==> config.mk <==
export PLATFORM = sky130hd
export DESIGN_NAME = cfg_port_regs
export DESIGN_NICKNAME = d
export VERILOG_FILES = /design/src/rtl/cfg_port_pkg.sv /design/src/rtl/cfg_rst_sync.sv /design/src/rtl/cfg_key_ctrl.sv /design/src/rtl/cfg_reg_bank.sv /design/src/rtl/cfg_read_mux.sv /design/src/rtl/cfg_port_regs.sv
export SDC_FILE = /design/constraint.sdc
export NUM_CORES = 1
export LEC_CHECK = 0
export ABC_AREA = 1
export CAP_MARGIN = 0
export CORE_ASPECT_RATIO = 0.7
export CORE_MARGIN = 2
export CORE_UTILIZATION = 45
export DETAILED_ROUTE_END_ITERATION = 6
export DONT_BUFFER_PORTS = 1
export PLACE_DENSITY = 0.65
export SLEW_MARGIN = 10
export SYNTH_ARGS = -nofsm -noshare
export SYNTH_HDL_FRONTEND = slang
export SYNTH_HIERARCHICAL = 1
export SYNTH_SLANG_ARGS = --single-unit
==> constraint.sdc <==
create_clock -name clk -period 9.7 [get_ports clk]
set_clock_uncertainty 0.15 [all_clocks]
set_input_delay 0.485 -clock clk [delete_from_list [all_inputs] [get_ports clk]]
set_output_delay 0.485 -clock clk [all_outputs]
set_load 0.02 [all_outputs]
==> src/rtl/cfg_port_pkg.sv <==
package cfg_port_pkg;

  localparam int unsigned CFG_NREGS  = 42;
  localparam int unsigned CFG_DW     = 8;
  localparam int unsigned CFG_IDXW   = $clog2(CFG_NREGS);

  typedef enum logic [1:0] {
    KEY_IDLE  = 2'd0,
    KEY_ARMED = 2'd1,
    KEY_OPEN  = 2'd2
  } key_state_e;

  // Reset contents of the bank
  function automatic logic [7:0] cfg_reset_value(int unsigned idx);
    logic [7:0] v;
    case (idx)
      0:       v = 8'h28;
      1:       v = 8'h9C;
      2:       v = 8'h88;
      3:       v = 8'h78;
      6:       v = 8'hFF;
      13:      v = 8'h03;
      14:      v = 8'h02;
      30:      v = 8'h80;
      38:      v = 8'h23;
      39:      v = 8'h67;
      40:      v = 8'h43;
      default: v = 8'h00;
    endcase
    return v;
  endfunction

  // Registers that never accept data writes
  function automatic bit cfg_is_readonly(int unsigned idx);
    return (idx == 38) || (idx == 39) || (idx == 41);
  endfunction

endpackage

==> src/rtl/cfg_rst_sync.sv <==
module cfg_rst_sync #(
  parameter int unsigned STAGES = 2
) (
  input  logic clk,
  input  logic rst_n,
  output logic rst_sync_n
);

  logic [STAGES-1:0] sync_q;
  logic [STAGES-1:0] sync_d;

  always_comb begin
    sync_d = {sync_q[STAGES-2:0], 1'b1};
  end

  always_ff @(posedge clk or negedge rst_n) begin
    if (!rst_n) begin
      sync_q <= '0;
    end else begin
      sync_q <= sync_d;
    end
  end

  assign rst_sync_n = sync_q[STAGES-1];

endmodule

==> src/rtl/cfg_key_ctrl.sv <==
module cfg_key_ctrl
  import cfg_port_pkg::*;
#(
  parameter int unsigned NREGS     = CFG_NREGS,
  parameter int unsigned DW        = CFG_DW,
  parameter int unsigned IDXW      = CFG_IDXW,
  parameter logic [7:0]  KEY_ENTER = 8'h55,
  parameter logic [7:0]  KEY_EXIT  = 8'hAA
) (
  input  logic            clk,
  input  logic            rst_n,
  input  logic            idx_wr,
  input  logic [DW-1:0]   wdata,
  output logic            cfg_open,
  output logic [IDXW-1:0] sel
);

  key_state_e      state_q, state_d;
  logic [IDXW-1:0] sel_q, sel_d;
  logic            in_range;
  logic            sel_en;

  assign in_range = (32'(wdata) < NREGS);

  always_comb begin
    state_d = state_q;
    sel_en  = 1'b0;
    if (idx_wr) begin
      case (state_q)
        KEY_IDLE:  if (wdata == DW'(KEY_ENTER)) state_d = KEY_ARMED;
        KEY_ARMED: state_d = (wdata == DW'(KEY_ENTER)) ? KEY_OPEN : KEY_IDLE;
        KEY_OPEN: begin
          sel_en = in_range;
          if (wdata == DW'(KEY_EXIT)) state_d = KEY_IDLE;
        end
        default:   state_d = KEY_IDLE;
      endcase
    end
    sel_d = sel_en ? wdata[IDXW-1:0] : sel_q;
  end

  always_ff @(posedge clk or negedge rst_n) begin
    if (!rst_n) begin
      state_q <= KEY_IDLE;
      sel_q   <= '0;
    end else begin
      state_q <= state_d;
      sel_q   <= sel_d;
    end
  end

  assign cfg_open = (state_q == KEY_OPEN);
  assign sel      = sel_q;

  AST_KEY_ENTER: assert property (@(posedge clk) disable iff (!rst_n)
    (state_q == KEY_ARMED && idx_wr && wdata == DW'(KEY_ENTER)) |=> cfg_open);
  AST_KEY_ABORT: assert property (@(posedge clk) disable iff (!rst_n)
    (!cfg_open && idx_wr && wdata != DW'(KEY_ENTER)) |=> (state_q == KEY_IDLE));
  AST_KEY_EXIT: assert property (@(posedge clk) disable iff (!rst_n)
    (cfg_open && idx_wr && wdata == DW'(KEY_EXIT)) |=> !cfg_open);
  AST_SEL_BOUND: assert property (@(posedge clk) disable iff (!rst_n)
    32'(sel) < NREGS);
  AST_SEL_KEEP: assert property (@(posedge clk) disable iff (!rst_n)
    (idx_wr && !in_range) |=> $stable(sel));

endmodule

==> src/rtl/cfg_reg_bank.sv <==
module cfg_reg_bank
  import cfg_port_pkg::*;
#(
  parameter int unsigned NREGS      = CFG_NREGS,
  parameter int unsigned DW         = CFG_DW,
  parameter int unsigned IDXW       = CFG_IDXW,
  parameter int unsigned PROT_LIMIT = 24,
  parameter int unsigned PROT_REG   = 1,
  parameter int unsigned PROT_BIT   = 3
) (
  input  logic               clk,
  input  logic               rst_n,
  input  logic               data_wr,
  input  logic               cfg_open,
  input  logic [IDXW-1:0]    sel,
  input  logic [DW-1:0]      wdata,
  output logic [NREGS*DW-1:0] regs_flat,
  output logic               prot
);

  logic sel_low;
  logic wr_ok;
  logic prot_q, prot_d, prot_en;

  assign sel_low = (32'(sel) < PROT_LIMIT);
  assign wr_ok   = data_wr && cfg_open && !(prot_q && sel_low);

  for (genvar gi = 0; gi < NREGS; gi++) begin : g_reg
    if (cfg_is_readonly(gi)) begin : g_ro
      assign regs_flat[gi*DW +: DW] = DW'(cfg_reset_value(gi));
    end else begin : g_rw
      logic [DW-1:0] q, d;
      logic          en;
      assign en = wr_ok && (32'(sel) == gi);
      always_comb begin
        d = en ? wdata : q;
      end
      always_ff @(posedge clk or negedge rst_n) begin
        if (!rst_n) begin
          q <= DW'(cfg_reset_value(gi));
        end else begin
          q <= d;
        end
      end
      assign regs_flat[gi*DW +: DW] = q;
    end
  end

  assign prot_en = wr_ok && (32'(sel) == PROT_REG);

  always_comb begin
    prot_d = prot_en ? ~wdata[PROT_BIT] : prot_q;
  end

  always_ff @(posedge clk or negedge rst_n) begin
    if (!rst_n) begin
      prot_q <= 1'b0;
    end else begin
      prot_q <= prot_d;
    end
  end

  assign prot = prot_q;

  AST_CLOSED_HOLD: assert property (@(posedge clk) disable iff (!rst_n)
    !cfg_open |=> $stable(regs_flat));
  AST_RO_HOLD: assert property (@(posedge clk) disable iff (!rst_n)
    (data_wr && cfg_open && cfg_is_readonly(32'(sel))) |=> $stable(regs_flat));
  AST_PROT_LOW_HOLD: assert property (@(posedge clk) disable iff (!rst_n)
    (prot_q && data_wr && sel_low) |=> $stable(regs_flat));
  AST_PROT_STICKY: assert property (@(posedge clk) disable iff (!rst_n)
    prot_q |=> prot_q);

endmodule

==> src/rtl/cfg_read_mux.sv <==
module cfg_read_mux
  import cfg_port_pkg::*;
#(
  parameter int unsigned NREGS      = CFG_NREGS,
  parameter int unsigned DW         = CFG_DW,
  parameter int unsigned IDXW       = CFG_IDXW,
  parameter int unsigned PROT_LIMIT = 24
) (
  input  logic                clk,
  input  logic                rst_n,
  input  logic                rd,
  input  logic                addr,
  input  logic                cfg_open,
  input  logic                prot,
  input  logic [IDXW-1:0]     sel,
  input  logic [NREGS*DW-1:0] regs_flat,
  output logic [DW-1:0]       rdata
);

  logic [DW-1:0] picked;
  logic          hidden;

  always_comb begin
    picked = '1;
    for (int i = 0; i < NREGS; i++) begin
      if (32'(sel) == i) picked = regs_flat[i*DW +: DW];
    end
  end

  assign hidden = prot && (32'(sel) < PROT_LIMIT);

  always_comb begin
    rdata = '1;
    if (rd && cfg_open) begin
      if (!addr)       rdata = DW'(sel);
      else if (!hidden) rdata = picked;
    end
  end

  AST_CLOSED_READ: assert property (@(posedge clk) disable iff (!rst_n)
    (rd && !cfg_open) |-> (rdata == '1));
  AST_HIDDEN_READ: assert property (@(posedge clk) disable iff (!rst_n)
    (rd && addr && prot && 32'(sel) < PROT_LIMIT) |-> (rdata == '1));

endmodule

==> src/rtl/cfg_port_regs.sv <==
module cfg_port_regs
  import cfg_port_pkg::*;
#(
  parameter int unsigned NREGS      = CFG_NREGS,
  parameter int unsigned DW         = CFG_DW,
  parameter int unsigned PROT_LIMIT = 24,
  parameter int unsigned PROT_REG   = 1,
  parameter int unsigned PROT_BIT   = 3
) (
  input  logic                clk,
  input  logic                rst_n,
  input  logic                bus_addr,
  input  logic [7:0]          bus_wdata,
  input  logic                bus_wr,
  input  logic                bus_rd,
  output logic [7:0]          bus_rdata,
  output logic [NREGS*DW-1:0] cfg_regs
);

  localparam int unsigned IDXW = $clog2(NREGS);

  logic            rst_i_n;
  logic            idx_wr, data_wr;
  logic            cfg_open, prot;
  logic [IDXW-1:0] sel;
  logic [DW-1:0]   rdata_w;

  assign idx_wr  = bus_wr && !bus_addr;
  assign data_wr = bus_wr &&  bus_addr;

  cfg_rst_sync #(.STAGES(2)) u_rst (
    .clk        (clk),
    .rst_n      (rst_n),
    .rst_sync_n (rst_i_n)
  );

  cfg_key_ctrl #(
    .NREGS(NREGS), .DW(DW), .IDXW(IDXW)
  ) u_key (
    .clk      (clk),
    .rst_n    (rst_i_n),
    .idx_wr   (idx_wr),
    .wdata    (bus_wdata),
    .cfg_open (cfg_open),
    .sel      (sel)
  );

  cfg_reg_bank #(
    .NREGS(NREGS), .DW(DW), .IDXW(IDXW),
    .PROT_LIMIT(PROT_LIMIT), .PROT_REG(PROT_REG), .PROT_BIT(PROT_BIT)
  ) u_bank (
    .clk       (clk),
    .rst_n     (rst_i_n),
    .data_wr   (data_wr),
    .cfg_open  (cfg_open),
    .sel       (sel),
    .wdata     (bus_wdata),
    .regs_flat (cfg_regs),
    .prot      (prot)
  );

  cfg_read_mux #(
    .NREGS(NREGS), .DW(DW), .IDXW(IDXW), .PROT_LIMIT(PROT_LIMIT)
  ) u_rd (
    .clk       (clk),
    .rst_n     (rst_i_n),
    .rd        (bus_rd),
    .addr      (bus_addr),
    .cfg_open  (cfg_open),
    .prot      (prot),
    .sel       (sel),
    .regs_flat (cfg_regs),
    .rdata     (rdata_w)
  );

  assign bus_rdata = rdata_w;

endmodule

## Word-level counts from Yosys, hierarchy flattened

Index checks and enable logic that the tools add are counted.

- Input bits: 13
- Logic and storage cells: 194
- Output and inout port bits: 344
- Register bits after elaboration: 323

- Equality and inequality tests: 47
- Mux-type cells: 51
- Bitwise operators: 1
- Magnitude comparators: 2
- Reduce and logical (&&, ||, !) cells: 50

Operator list:

| cell | count |
|---|---|
| $mux 8 | 45 |
| $eq 6x5->1 const B | 16 |
| $eq 6x6->1 const B | 10 |
| $eq 6x4->1 const B | 8 |
| $logic_and 1x1->1 | 45 |
| $eq 6x3->1 const B | 4 |
| $eq 6x2->1 const B | 2 |
| $eq 8x7->1 const B | 1 |
| $eq 8x8->1 const B | 1 |
| $lt 8x6->1 const B | 1 |
| $eq 6x1->1 const B | 1 |
| $logic_not 6->1 | 1 |
| $lt 6x5->1 const B | 1 |
| $mux 2 | 3 |
| $pmux 2 s3 | 1 |
| $reduce_and 3->1 | 1 |
| $eq 2x1->1 const B | 1 |
| $eq 2x2->1 const B | 1 |
| $logic_not 1->1 | 2 |
| $logic_not 2->1 | 1 |
| $mux 1 | 2 |
| $ne 2x1->1 const B | 1 |
| $ne 2x2->1 const B | 1 |
| $not 1->1 | 1 |

## Logic depth before layout (Yosys ltp)

- Depth after elaboration: 46
- Gate-level depth with buffers: 32
- Mapped depth without buffers: 32

## Cells and area by module

Netlist, hierarchy kept.

Modules (own cells, without submodules):

| module | area each (µm²) | instances | cells an instance |
|---|---|---|---|
| cfg_reg_bank | 12948.7 | 1 | 1480 |
| cfg_read_mux | 3619.7 | 1 | 805 |
| cfg_key_ctrl | 455.4 | 1 | 61 |
| cfg_rst_sync | 53.8 | 1 | 3 |
| cfg_port_regs | 17.5 | 1 | 4 |

## Worst setup path before layout

OpenSTA, ideal clock, no wires.

- Path kind: register to output
- Start point: register u_key.sel_q[4], in the netlist u_key/sel[4]
- End point: output bus_rdata[0]
- Path slack: 6.356 ns
- Cell stages (with the launch flop): 31
- Data arrival time: 2.709 ns
- Data required time: 9.065 ns
- Cell sequence: dfrtp_1 > nor2_2 > inv_2 > nor2_4 > buf_6 > nand2_1 > nand2_1 > nand2_1 > nand2_1 > nand4_1 > nor2_1 > nand4_1 > nand2_1 > nand2_1 > nand2_1 > nand2_1 > nand2_1 > nand4_1 > nand2_1 > nand4_1 > nor2_1 > nand4_1 > nor2_1 > nand4_1 > nor2_1 > nand3_1 > nand2_1 > nand2_1 > nand2_1 > nand2_1 > nand2_1

- Longest elaborated chain between the ends: 46
- Elaborated cells on any way between the ends: 89

RTL lines:

| what | RTL line | RTL |
|---|---|---|
| from (decl) | cfg_key_ctrl.sv:19 | `logic [IDXW-1:0] sel_q, sel_d;` |
| from (signal assigned) | cfg_key_ctrl.sv:48 | `sel_q <= sel_d;` |
| $logic_not 6->1 | cfg_read_mux.sv:26 | `if (32'(sel) == i) picked = regs_flat[i*DW +: DW];` |
| $mux 8 (42 in series) | cfg_read_mux.sv:26 |  |
| $mux 8 (*) | cfg_read_mux.sv:36 | `else if (!hidden) rdata = picked;` |
| $mux 8 (*) | cfg_read_mux.sv:35 | `if (!addr) rdata = DW'(sel);` |
| $mux 8 (*) | cfg_read_mux.sv:34 | `if (rd && cfg_open) begin` |
| to (decl) | cfg_port_regs.sv:16 | `output logic [7:0] bus_rdata,` |

Mark *: on every way between the ends. The rest lies on a longest branch, timed or not.

## Worst setup path in the final report

- Start point: register u_key.sel_q[4], in the netlist u_key/sel[4]
- End point: output bus_rdata[3]

Same word-level chain as after synthesis.

==> results.sh <==
export IMPL_fin_crit_sh_pct=66.6
export IMPL_fin_crit_ps=6460
export IMPL_drt_iter0_markers=2200
export IMPL_cts_made_buffers=35
export IMPL_layout_setup_ws_ps=3240
export IMPL_synth_seq_area_share_pct=47.5
export IMPL_gp_congestion=0.956
export IMPL_gr_total_overflow=0
export IMPL_rrSetupSlack_ps=6960
export IMPL_final_nets=2344
export IMPL_hold_slack_ps=35.1
export IMPL_clockBufferDepth=3
export IMPL_clk_latency_ps=530
export IMPL_max_freq_mhz=155
export IMPL_rsz0062_at_grt="false"
export IMPL_pre_cts_slack_ps=4050
export IMPL_cts_resized_gates=0
export IMPL_path_max_fanout=16
export IMPL_rows=59
export IMPL_via_per_inst=5.82
export IMPL_nFillCells=3657
export IMPL_start_kind="flip-flop"
export IMPL_globalRouteTotalUtil_pct=35.4
export IMPL_wl_um=70900
export IMPL_hold_path_class="primary input to async pin"
export IMPL_cts_root_buf="clkbuf_16"
export IMPL_worstPathArrival_ps=5830
export IMPL_worstSetupEndpointType="primary output"
export IMPL_max_cap_viol_count=0
export IMPL_yosysTopAreaCellShare_pct=43.3
export IMPL_finalSetupViolations=0
export IMPL_antennaDiodeCount=0
export IMPL_grt_max_degree=209
export IMPL_fin_util_pct=50.4
export IMPL_drc_errors=0
export IMPL_slew_headroom_pct=28.7
export IMPL_wl_per_cell_um=24.9
export IMPL_cts_tree="done"
export IMPL_die_w_um=237
export IMPL_grt_pass1_wl_um=104000
export IMPL_drt_pass1_iter_count=5
export IMPL_die_y_um=167
export IMPL_crit_type="flip-flop to primary output"
export IMPL_slowest_stage="nor2_2"
export IMPL_irDropWorstVdd_mv=0.108
export IMPL_r2r_start="u_key/sel[3]$_DFFE_PN0P_"
export IMPL_ys_ff_latch=323
export IMPL_cts_max_level=2
export IMPL_crit_top_cell="nand2_1"
export IMPL_area_delta_synth_final_pct=9.94
export IMPL_dieArea_um2=39600
export IMPL_io_buffer_count=0
export IMPL_hold_viol=0
export IMPL_start_util_pct=45.9
export IMPL_setup_tns_ps=0
export IMPL_antenna_found_initial=1
export IMPL_synthCells=2353
export IMPL_io_pins=357
export IMPL_p_total_uw=2890
export IMPL_status="complete, no violations"
export IMPL_ys_top_cells_by_area="dfrtp_1, nand2_1, nand3_1"
export IMPL_yosysTopAreaCell="dfrtp_1"
export IMPL_mappedNetlistArea_um2=17100
export IMPL_tightest_slew_ps=1070
export IMPL_vias=16553
export IMPL_place_hpwl_um=49700
export IMPL_crit_path_start="u_key/sel[4]$_DFFE_PN0P_"
export IMPL_final_max_slew_viol_count=0
export IMPL_cp_data_required_time_ps=9070
export IMPL_cp_slowest_stage_delay_ps=570
export IMPL_antenna_left=0
export IMPL_leakagePower_uw=0.00977
export IMPL_rr_worst_depth=6
export IMPL_drive_above_1_share_pct=13.1
export IMPL_path_clk_slew_ps=60
export IMPL_crit_end="bus_rdata[3]"
export IMPL_yosysWarnings=6
export IMPL_p_per_area_nw_per_um2=154
export IMPL_worstReg2RegEnd="u_bank/g_reg[25].g_rw.q[7]$_DFFE_PN0P_"
export IMPL_design_core_area_um2=37300
export IMPL_avgSynthCellArea_um2=7.27
export IMPL_grt_pass1_vias=14902
export IMPL_yosysUniqueCellTypes=29
export IMPL_cts_sinks=323
## layer usage
metal	part of all wire, %	wire length (um)	vias up	GRT usage (%)
li1	-	-	7335	-
met1	43	30200	8080	53.1
met2	41	29200	1043	48.6
met3	14	9610	95	11.0
met4	2.8	1950	0	9.80
met5	0	0	-	0
## registers in the layout, summed over array words and instances (netlist names)
signal / cells
u_bank/g.g_rw.q: 312
u_key/sel: 6
u_key/state_q: 2
u_bank/prot: 1
u_rst/sync_q: 2
## placed cells by master (no fill, tap or decap), types with 2 or more instances in the layout
| cell type | count |
|---|---|
| nor2_1 | 155 |
| buf_12 | 2 |
| buf_16 | 8 |
| nand2_1 | 987 |
| or2_2 | 114 |
| o21ai_0 | 59 |
| clkbuf_16 | 35 |
| clkbuf_8 | 9 |
| clkbuf_1 | 5 |
| nand2_2 | 25 |
| conb_1 | 25 |
| a21oi_1 | 24 |
| bufinv_16 | 5 |
| clkinv_2 | 6 |
| nand3_1 | 265 |
| nand4_1 | 62 |
| nor2_4 | 13 |
| nand3_2 | 2 |
| inv_1 | 161 |
| inv_2 | 11 |
| o22ai_1 | 2 |
| clkinvlp_4 | 2 |
| dfrtp_1 | 295 |
| nor2_2 | 41 |
| dfstp_2 | 27 |
| buf_4 | 4 |
| nor3_1 | 4 |
## metrics by stage
step                std cells  instance area (um^2)
finish                   2844                 18800
global route             2844                 18800
CTS                      2844                 18800
detailed placement       2773                 17300
global placement         2773                 17300
floorplan                2375                 17200
## final cells by class
cell class	count	area [um^2]	area share, %
Multi-Input combinational cell	1783	7900	42.0
Inverter	173	651	3.46
Clock inverter	13	199	1.06
Timing Repair Buffer	15	300	1.60
Clock buffer	49	1020	5.42
Sequential cell	323	8120	43.2
Tap cell	488	611	3.25
## cell usage after synthesis (all sizes together)
| master | instances |
|---|---|
| dfrtp | 296 |
| nor2 | 210 |
| clkinv | 1 |
| dfstp | 27 |
| clkbuf | 40 |
| nand2 | 1013 |
| o211ai | 1 |
| a21oi | 25 |
| o21ai | 60 |
| nand4 | 62 |
| nor3 | 4 |
| or2 | 114 |
| nand3 | 267 |
| conb | 3 |
| inv | 172 |
| o22ai | 2 |
| buf | 56 |
## cell families after synthesis
family / Yosys count / share of synthesized area [%]
and+or+nand+nor: 1670 / 43.0
AOI/OAI and AO/OA: 88 / 2.63
other: 3 / 0.0659
DFF: 323 / 47.5
buffers and inverters: 269 / 6.87
## worst max-delay path, delay by kind of cell (launching register included)
kind | cells | cell delay (ps)
DFF | 1 | 510
buffers and inverters | 1 | 130
and+or+nand+nor | 28 | 4630
## repair_timing
item / 4_1_cts / 5_1_grt
hold buffers: 9 / 0
buffers inserted: 0 / 0
hold endpoints to repair: 321 / 0
## worst min path at each step
| stage | end | depth (start not counted) | slack (ps) | from |
|---|---|---|---|---|
| 3_5_place_dp | u_rst/sync_q[0]$_DFF_PN0_ | 0 | 40 | rst_n |
| 4_1_cts | u_rst/sync_q[0]$_DFF_PN0_ | 1 | 20 | rst_n |
| 2_1_floorplan | u_rst/sync_q[0]$_DFF_PN0_ | 0 | 40 | rst_n |
| 3_3_place_gp | u_rst/sync_q[0]$_DFF_PN0_ | 0 | 40 | rst_n |
| 5_1_grt | u_rst/sync_q[0]$_DFF_PN0_ | 1 | 30 | rst_n |
| 6_report | u_rst/sync_q[0]$_DFF_PN0_ | 1 | 40 | rst_n |
## power breakdown
group          total, uW  leakage [uW]  switching, uW  internal, uW
Clock               1450      0.000597            584           867
Combinational       93.3       0.00476           79.7          13.6
Sequential          1350       0.00441           1.66          1350
Total               2890       0.00977            665          2230
No activity file was read; power rests on OpenSTA's default activity.
